$ cat src/rtl/boot_bist_pkg.sv
`timescale 1ns/1ps
package boot_bist_pkg;
  typedef enum logic [2:0] {
    ST_IDLE  = 3'd0,
    ST_CLEAR = 3'd1,
    ST_RUN   = 3'd2,
    ST_CHECK = 3'd3,
    ST_DONE  = 3'd4
  } bist_state_e;

  localparam int unsigned LFSR_W = 32;
  localparam logic [LFSR_W-1:0] LFSR_TAPS = 32'h8020_0003;  // bits 31,21,1,0
endpackage

$ cat src/rtl/bist_lfsr.sv
`timescale 1ns/1ps
module bist_lfsr #(
  parameter int unsigned W = 32,
  parameter logic [W-1:0] SEED = '1,
  parameter logic [W-1:0] TAPS = '1
) (
  input  logic         clk_i,
  input  logic         rst_ni,
  input  logic         load_i,
  input  logic         step_i,
  output logic [W-1:0] state_o
);
  logic [W-1:0] q;
  logic         fb;

  assign fb = ^(q & TAPS);

  always_ff @(posedge clk_i or negedge rst_ni) begin
    if (!rst_ni)     q <= SEED;
    else if (load_i) q <= SEED;
    else if (step_i) q <= {q[W-2:0], fb};
  end

  assign state_o = q;
endmodule

$ cat src/rtl/bist_stim_fan.sv
`timescale 1ns/1ps
module bist_stim_fan #(
  parameter int unsigned W       = 32,
  parameter int unsigned N_UNITS = 3,
  parameter int unsigned ROT     = 7,
  localparam int unsigned BUS_W  = W * N_UNITS
) (
  input  logic             en_i,
  input  logic [W-1:0]     src_i,
  output logic [BUS_W-1:0] stim_o
);
  for (genvar k = 0; k < N_UNITS; k++) begin : g_unit
    localparam int unsigned R = (k * ROT) % W;
    logic [W-1:0] rot;
    if (R == 0) begin : g_plain
      assign rot = src_i;
    end else begin : g_rot
      assign rot = {src_i[W-1-R:0], src_i[W-1:W-R]};
    end
    assign stim_o[k*W +: W] = en_i ? rot : '0;
  end
endmodule

$ cat src/rtl/bist_clear_walk.sv
`timescale 1ns/1ps
module bist_clear_walk #(
  parameter int unsigned DEPTH = 64,
  localparam int unsigned AW = (DEPTH > 1) ? $clog2(DEPTH) : 1
) (
  input  logic          clk_i,
  input  logic          rst_ni,
  input  logic          en_i,
  output logic [AW-1:0] addr_o,
  output logic          last_o
);
  logic [AW-1:0] addr_q;

  always_ff @(posedge clk_i or negedge rst_ni) begin
    if (!rst_ni)    addr_q <= '0;
    else if (!en_i) addr_q <= '0;
    else            addr_q <= addr_q + AW'(1);
  end

  assign addr_o = en_i ? addr_q : '0;
  assign last_o = en_i && (addr_q == AW'(DEPTH - 1));
endmodule

$ cat src/rtl/boot_bist_ctrl.sv
`timescale 1ns/1ps
module boot_bist_ctrl #(
  parameter bit          BIST_EN    = 1'b1,
  parameter int unsigned N_UNITS    = 3,
  parameter int unsigned CLR_DEPTH  = 64,
  parameter int unsigned RUN_CYCLES = 100000,
  parameter int unsigned SIG_W      = 32,
  parameter logic [31:0] SEED       = 32'hACE1_2468,
  parameter logic [SIG_W-1:0] EXP_SIG = 32'h5A5A_0F0F,
  localparam int unsigned STIM_W = boot_bist_pkg::LFSR_W,
  localparam int unsigned BUS_W  = STIM_W * N_UNITS,
  localparam int unsigned ADDR_W = (CLR_DEPTH > 1) ? $clog2(CLR_DEPTH) : 1,
  localparam int unsigned CNT_W  = $clog2(RUN_CYCLES + 1)
) (
  input  logic              clk_i,
  input  logic              rst_ni,
  input  logic              start_i,
  input  logic [SIG_W-1:0]  sig_i,
  output logic [BUS_W-1:0]  stim_o,
  output logic [ADDR_W-1:0] clr_addr_o,
  output logic              clr_we_o,
  output logic              done_o,
  output logic              pass_o
);
  import boot_bist_pkg::*;

  if (BIST_EN) begin : g_bist
    bist_state_e      state_q;
    logic [CNT_W-1:0] run_cnt_q;
    logic             done_q, pass_q;
    logic             clr_en, clr_last, run_en;
    logic [STIM_W-1:0] lfsr;

    assign clr_en = (state_q == ST_CLEAR);
    assign run_en = (state_q == ST_RUN);

    bist_clear_walk #(.DEPTH(CLR_DEPTH)) u_clear (
      .clk_i (clk_i),
      .rst_ni(rst_ni),
      .en_i  (clr_en),
      .addr_o(clr_addr_o),
      .last_o(clr_last)
    );

    bist_lfsr #(.W(STIM_W), .SEED(SEED), .TAPS(LFSR_TAPS)) u_lfsr (
      .clk_i  (clk_i),
      .rst_ni (rst_ni),
      .load_i (!run_en),
      .step_i (run_en),
      .state_o(lfsr)
    );

    bist_stim_fan #(.W(STIM_W), .N_UNITS(N_UNITS), .ROT(7)) u_fan (
      .en_i  (run_en),
      .src_i (lfsr),
      .stim_o(stim_o)
    );

    always_ff @(posedge clk_i or negedge rst_ni) begin
      if (!rst_ni) begin
        state_q   <= ST_IDLE;
        run_cnt_q <= '0;
        done_q    <= 1'b0;
        pass_q    <= 1'b0;
      end else begin
        unique case (state_q)
          ST_IDLE: if (start_i) begin
            state_q <= ST_CLEAR;
            done_q  <= 1'b0;
            pass_q  <= 1'b0;
          end
          ST_CLEAR: if (clr_last) begin
            state_q   <= ST_RUN;
            run_cnt_q <= '0;
          end
          ST_RUN: begin
            run_cnt_q <= run_cnt_q + CNT_W'(1);
            if (run_cnt_q == CNT_W'(RUN_CYCLES - 1)) state_q <= ST_CHECK;
          end
          ST_CHECK: begin
            pass_q  <= (sig_i == EXP_SIG);
            done_q  <= 1'b1;
            state_q <= ST_DONE;
          end
          ST_DONE: if (!start_i) state_q <= ST_IDLE;
          default: state_q <= ST_IDLE;
        endcase
      end
    end

    assign clr_we_o = clr_en;
    assign done_o   = done_q;
    assign pass_o   = pass_q & done_q;
  end else begin : g_off
    logic unused_in;
    assign unused_in  = ^{clk_i, rst_ni, start_i, sig_i};
    assign stim_o     = '0;
    assign clr_addr_o = '0;
    assign clr_we_o   = 1'b0;
    assign done_o     = 1'b1;
    assign pass_o     = 1'b1;
  end
endmodule

$ cat config.mk
export PLATFORM = sky130hd
export DESIGN_NAME = boot_bist_ctrl
export DESIGN_NICKNAME = d
export VERILOG_FILES = /design/src/rtl/boot_bist_pkg.sv /design/src/rtl/bist_lfsr.sv /design/src/rtl/bist_stim_fan.sv /design/src/rtl/bist_clear_walk.sv /design/src/rtl/boot_bist_ctrl.sv
export SDC_FILE = /design/constraint.sdc
export NUM_CORES = 1
export LEC_CHECK = 0
export ABC_CLOCK_PERIOD_IN_PS = 3400
export BUFFER_PORTS_ARGS = -buffer_cell sky130_fd_sc_hd__buf_2
export CAP_MARGIN = 5
export CORE_MARGIN = 1.5
export CORE_UTILIZATION = 53
export DETAILED_ROUTE_END_ITERATION = 10
export PLACE_DENSITY = 0.86
export SYNTH_ARGS = -nofsm -noshare
export SYNTH_HDL_FRONTEND = slang
export SYNTH_HIERARCHICAL = 1
export SYNTH_SLANG_ARGS = --single-unit
$ cat constraint.sdc
create_clock -name clk_i -period 3.4 [get_ports clk_i]
set_input_delay 0.34 -clock clk_i [delete_from_list [all_inputs] [get_ports clk_i]]
set_output_delay 0.34 -clock clk_i [all_outputs]
set_load 0.005 [all_outputs]
Yosys cells after proc, flatten, opt, wreduce, memory -nomap -nowiden
Index checks and enable logic that the tools add are counted.
{"block": "word_totals", "rom_bits": 0, "elab_cells": 44, "out_inout_bits": 105, "memories": 0, "ramBits": 0, "regBits": 60, "latch_bits": 0}
{"block": "op_classes", "magnitude_cmp": 0, "n_eq_ne": 11, "reduce_logical": 8, "mul": 0, "shift": 0, "n_bitwise": 1, "n_mux": 16, "div": 0, "addsub": 2}
{"operator": "32-bit two-way mux", "count": 4}
{"operator": "17-bit case mux with 2 select lines", "count": 1}
{"operator": "32-bit by 31-bit == test with 1-bit output (second input constant)", "count": 1}
{"operator": "32-bit parity", "count": 1}
{"operator": "17-bit by 1-bit adder with 17-bit output (second input constant)", "count": 1}
{"operator": "17-bit == test (second input constant)", "count": 1}
{"operator": "17-bit two-way mux", "count": 1}
{"operator": "3-bit case mux with 5 select lines", "count": 1}
{"operator": "3-bit two-way mux", "count": 4}
{"operator": "6-bit two-way mux", "count": 2}
{"operator": "2-bit != test (second input constant)", "count": 4}
{"operator": "6-bit by 1-bit adder with 6-bit output (second input constant)", "count": 1}
{"operator": "3-bit by 2-bit == test with 1-bit output (second input constant)", "count": 2}
{"operator": "6-bit == test (second input constant)", "count": 1}
{"operator": "1-bit case mux with 2 select lines", "count": 2}
{"operator": "2-bit AND reduction", "count": 2}
{"operator": "4-bit AND reduction", "count": 1}
{"operator": "2-bit nonzero test", "count": 2}
{"operator": "3-bit by 1-bit == test with 1-bit output (second input constant)", "count": 1}
{"operator": "3-bit == test (second input constant)", "count": 1}
{"operator": "3-bit zero test", "count": 1}
{"operator": "1-bit bitwise AND", "count": 1}
{"operator": "1-bit logical AND", "count": 1}
{"operator": "1-bit two-way mux", "count": 1}

Longest topological paths before layout
{"block": "logic_depth", "ltp_word": 4, "ltp_mapped": 10, "mapped_depth_nobuf": 7}

Cells and area by module
Netlist, hierarchy kept.
{"mod": "bist_lfsr", "n_inst": 1, "area_per_inst_um2": 1381.3, "cells_per_inst": 110}
{"mod": "boot_bist_ctrl", "n_inst": 1, "area_per_inst_um2": 1236.2, "cells_per_inst": 132}
{"mod": "bist_stim_fan", "n_inst": 1, "area_per_inst_um2": 735.7, "cells_per_inst": 99}
{"mod": "bist_clear_walk", "n_inst": 1, "area_per_inst_um2": 309.0, "cells_per_inst": 31}

Least setup slack after synthesis
OpenSTA, ideal clock, no wires.
{"block": "synth_timing", "path_type": "register -> register", "from": "register g_bist.state_q[0]", "to": "register g_bist.run_cnt_q[3]", "arrival_time_ns": 2.284, "stages_incl_launch_ff": 10, "setup_time_ns": 0.130, "required_ns": 3.270, "slack_ns": 0.986, "path_cell_list": "dfrtp_1 -> buf_2 -> nor3b_1 -> clkbuf_1 -> nand2_1 -> nor3_1 -> nor4bb_1 -> nor2_1 -> o21ai_0 -> o21ai_0"}
{"block": "synth_between", "elab_chain_len": 4, "elab_cells_between_ends": 7, "classes_between": "eq/ne: 3; mux: 1; reduce/logical: 3"}
{"element": "start, declared", "line": "boot_bist_ctrl.sv:28", "text": "bist_state_e state_q;"}
{"element": "start signal, assigned", "line": "boot_bist_ctrl.sv:61", "text": "state_q <= ST_IDLE;"}
{"element": "start signal, assigned", "line": "boot_bist_ctrl.sv:68", "text": "state_q <= ST_CLEAR;"}
{"element": "start signal, assigned", "line": "boot_bist_ctrl.sv:73", "text": "state_q <= ST_RUN;"}
{"element": "3-bit by 1-bit == test with 1-bit output", "line": "boot_bist_ctrl.sv:34", "text": "assign clr_en = (state_q == ST_CLEAR);"}
{"element": "via clr_we_o", "line": "boot_bist_ctrl.sv:21", "text": "output logic clr_we_o,"}
{"element": "1-bit logical AND", "line": "bist_clear_walk.sv:21", "text": "assign last_o = en_i && (addr_q == AW'(DEPTH - 1));"}
{"element": "via g_bist.clr_last", "line": "boot_bist_ctrl.sv:31", "text": "logic clr_en, clr_last, run_en;"}
{"element": "2-bit != test (no line)"}
{"element": "2-bit AND reduction (no line)"}
{"element": "end signal, assigned", "line": "boot_bist_ctrl.sv:77", "text": "run_cnt_q <= run_cnt_q + CNT_W'(1);"}
{"element": "end, declared", "line": "boot_bist_ctrl.sv:29", "text": "logic [CNT_W-1:0] run_cnt_q;"}
The timed path passes the listed nets, and every way through them passes these cells.
A chain may end at the register's enable or synchronous reset.

Worst setup path after layout
{"block": "layout_timing", "from": "register g_bist.state_q[0]", "to": "output port stim_o[7]"}
{"block": "layout_between", "elab_chain_len": 2}
{"element": "3-bit by 2-bit == test with 1-bit output", "line": "boot_bist_ctrl.sv:35", "text": "assign run_en = (state_q == ST_RUN);"}
{"element": "32-bit two-way mux", "line": "bist_stim_fan.sv:20", "text": "assign stim_o[k*W +: W] = en_i ? rot : '0;"}
{"element": "end, declared", "line": "boot_bist_ctrl.sv:19", "text": "output logic [BUS_W-1:0] stim_o,"}
No other way between the ends.

==> results.py <==
metrics = {
    "global_route": {
        "grt_max_degree": 70,
        "grt_pass1_wl_um": 11200,
        "grtUsageTotal_pct": 19.5,
        "globalRouteOverflowTotal": 0,
        "antenna_found_initial": 0,
        "grt_pass1_vias": 2503,
    },
    "worst_setup_path": {
        "r2r_start": "g_bist.state_q[0]",
        "crit_chain": "or3b_1, inv_2, buf_12, and2_2, buf_2",
        "critPathLaunch": "g_bist.state_q[0]",
        "critPathLaunchType": "flip-flop",
        "reg2reg_to": "g_bist.run_cnt_q[5]",
        "crit_cells": 5,
        "cpMaxStageDelayCell": "dfrtp_1",
        "cp_data_required_time_ps": 3060,
        "critical_path_class": "reg -> out",
        "critPathCaptureType": "output pin",
        "path_buf_inv": 3,
        "r2r_setup_slack_ps": 1040,
        "ff2ff_path_depth": 7,
        "cp-endpoint": "stim_o[7]",
        "cp_slowest_stage_delay_ps": 470,
        "path_max_fanout": 69,
        "crit_arrival_ps": 2210,
        "critical_path.top_delay_family": "buffers and inverters",
    },
    "clock_tree": {
        "cts_resized": 0,
        "holdBufCountCts": 0,
        "htreeDepth": 3,
        "cts.sinks": 60,
        "numCtsBuffers": 9,
        "clk-insertion-delay-late_ps": 340,
        "path_clk_slew_ps": 70,
        "cts_max_path_buffers": 2,
        "cts_tree": "yes",
        "root_buffer": "clkbuf_8",
        "postCtsSetupBuffers": 0,
    },
    "placed_design": {
        "io_buffers": 139,
        "post-place-cells": 514,
        "place_area_sq_mm": 0.00390,
        "dp_hpwl_um": 5090,
        "place.gp.congestion": 0.852,
    },
    "synthesis": {
        "synthesis.nets": 409,
        "synthDistinctLibCells": 46,
        "synth_edf_count": 0,
        "synthTopCellsByArea": "dfrtp_1 32%, buf_4 13%, dfstp_2 9.3%",
        "syn_area_per_cell_sq_um": 9.84,
        "ys.warnings.count": 6,
        "synthFlopType": "dfrtp_1",
        "synthesis.area_sq_mm": 0.00366,
        "ys_seq_area_share_pct": 41.4,
        "synth_top_area_share_pct": 32.1,
        "yosysTopAreaCell": "dfrtp_1",
        "ys_ff_latch": 60,
        "async_flop_share_pct": 100,
        "syn_inst": 372,
    },
    "power": {
        "p_per_area_mw_per_mm2": 391,
        "p_sw_share_pct": 22.5,
        "intPower_mw": 1.25,
        "p_leak_nw": 2.14,
        "comb_power_share_pct": 9.5,
        "switchingPower_mw": 0.363,
        "clkPwrFrac_pct": 42.3,
        "p_seq_share_pct": 48.2,
        "vdd_drop_max_uv": 297,
    },
    "routing": {
        "drt-initial-drc-count": 146,
        "wl_per_cell_um": 13.5,
        "wl_um": 7130,
        "first_pass_iters": 4,
        "num_vias": 2778,
        "route.detailed.drc": 0,
        "antenna_left": 0,
        "vias_per_cell": 5.24,
    },
    "finish": {
        "layout_common_cells": "139 x buf_2, 47 x dfrtp_1, 32 x and2_2, 26 x nand2_1, 25 x mux2i_1",
        "nNetsFinal": 482,
        "final_common_cell": "buf_2",
        "area_growth_pct": 12.3,
        "final_area_sq_mm": 0.00411,
        "fin_util_pct": 61.2,
        "antennaDiodeCount": 0,
        "drive_gt1_share_pct": 46.0,
        "fin_cells": 530,
    },
    "sta": {
        "tightest_slew_ps": 776,
        "fin_crit_sh_pct": 74.9,
        "finClkSkew_ps": 7.86,
        "setup_violations": 0,
        "finalMaxSlewViolations": 0,
        "period_minus_slack_ps": 2550,
        "fmax_mhz": 393,
        "rsz0062_at_grt": "no",
        "finalSetupTns_ps": 0,
        "relSlewSlack_pct": 48.2,
        "hold_viol": 0,
    },
    "flow_run": {
        "maxCapViolations": 0,
    },
    "floorplanning": {
        "rows": 30,
        "die_w_um": 86.1,
        "die-area_sq_mm": 0.00742,
        "start_util_pct": 54.5,
        "dieHeight_um": 86.1,
        "core_area_sq_mm": 0.00672,
        "io_pins": 140,
    },
    "outcome": {
        "status": "finished clean",
    },
    "hold_path": {
        "hold_path_class": "in -> async",
    },
}
[synth_stat cells, drive strengths merged, types with 3 or more instances]
library cell  number
o31ai              3
nor2              24
dfstp             13
nand2             26
a211o             13
clkbuf             7
a41oi              3
nor3               4
nand3              6
nand4              7
o21ai              8
inv                7
a21oi              6
or4                3
dfrtp             47
and4               3
mux2i             25
buf               74
nand2b             5
nor2b             15
and3               4
nor4bb             5
and2              44
xor2               4
[through the flow]
stage	hold slack (ps)	total power, mW	setup slack (ps)
after global routing	142	1.68	741
after CTS	96.0	1.63	851
after detailed placement	473	0.945	1010
after floorplan	44.4	0.865	986
after global placement	460	0.937	1210
final	75.8	1.61	855
[worst min-delay path by stage]
stage	from	end	slack, ps	depth (start not counted)
after CTS	rst_ni	g_bist.state_q[1]	100	1
after global placement	rst_ni	g_bist.run_cnt_q[16]	460	1
after floorplan	rst_ni	done_o	40	0
after global routing	rst_ni	g_bist.u_clear/addr_q[1]	140	1
after detailed placement	rst_ni	g_bist.run_cnt_q[16]	470	1
final	rst_ni	g_bist.state_q[1]	80	1
[final cells by class]
class	instances	area (sq um)
fillers	565	2610
flip-flops and latches	60	1520
multi-input cells	224	1520
repair buffers	143	738
clock buffers	15	186
well taps	80	100
clock inverters	1	30.0
inverters	7	26.3
[worst reg2reg max path: stages (launching register included)]
cell and delay (ps):
dfrtp_1 480, nor3b_1 270, nand2_1 130, nor3_1 320, nor4bb_1 520, nor2_1 210
o21ai_0 210, o21ai_0 110
[sequential cells by signal, summed over array words and instances (netlist names)]
name                   flops
done_o                     1
g_bist.pass_q              1
g_bist.run_cnt_q          17
g_bist.state_q             3
g_bist.u_clear/addr_q      6
g_bist.u_lfsr/state_o     32
[routing by layer]
layer | track usage (%) | part of all wire, %
met1 | 22.9 | 43
met2 | 34.2 | 49
met3 | 3.27 | 6.4
met4 | 9.97 | 1.1
met5 | 0 | 0
[power by group through the flow]
stage,Combinational [mW],Sequential [mW],Clock (mW)
after global routing,0.174,0.780,0.730
after floorplan,0.0868,0.778,0
after CTS,0.158,0.776,0.697
after global placement,0.151,0.785,0
after detailed placement,0.157,0.788,0
final,0.154,0.776,0.681
[logic make-up after synthesis]
family	share of synthesized area, %
adder cells (fa/ha/maj)	0.683
XOR/XNOR	1.43
flip-flops	41.4
buffers and inverters	17.2
multiplexers	7.14
AO/OA/AOI/OAI	7.58
AND/OR/NAND/NOR	24.5
Note: power is estimated with default switching activity, not from simulation.
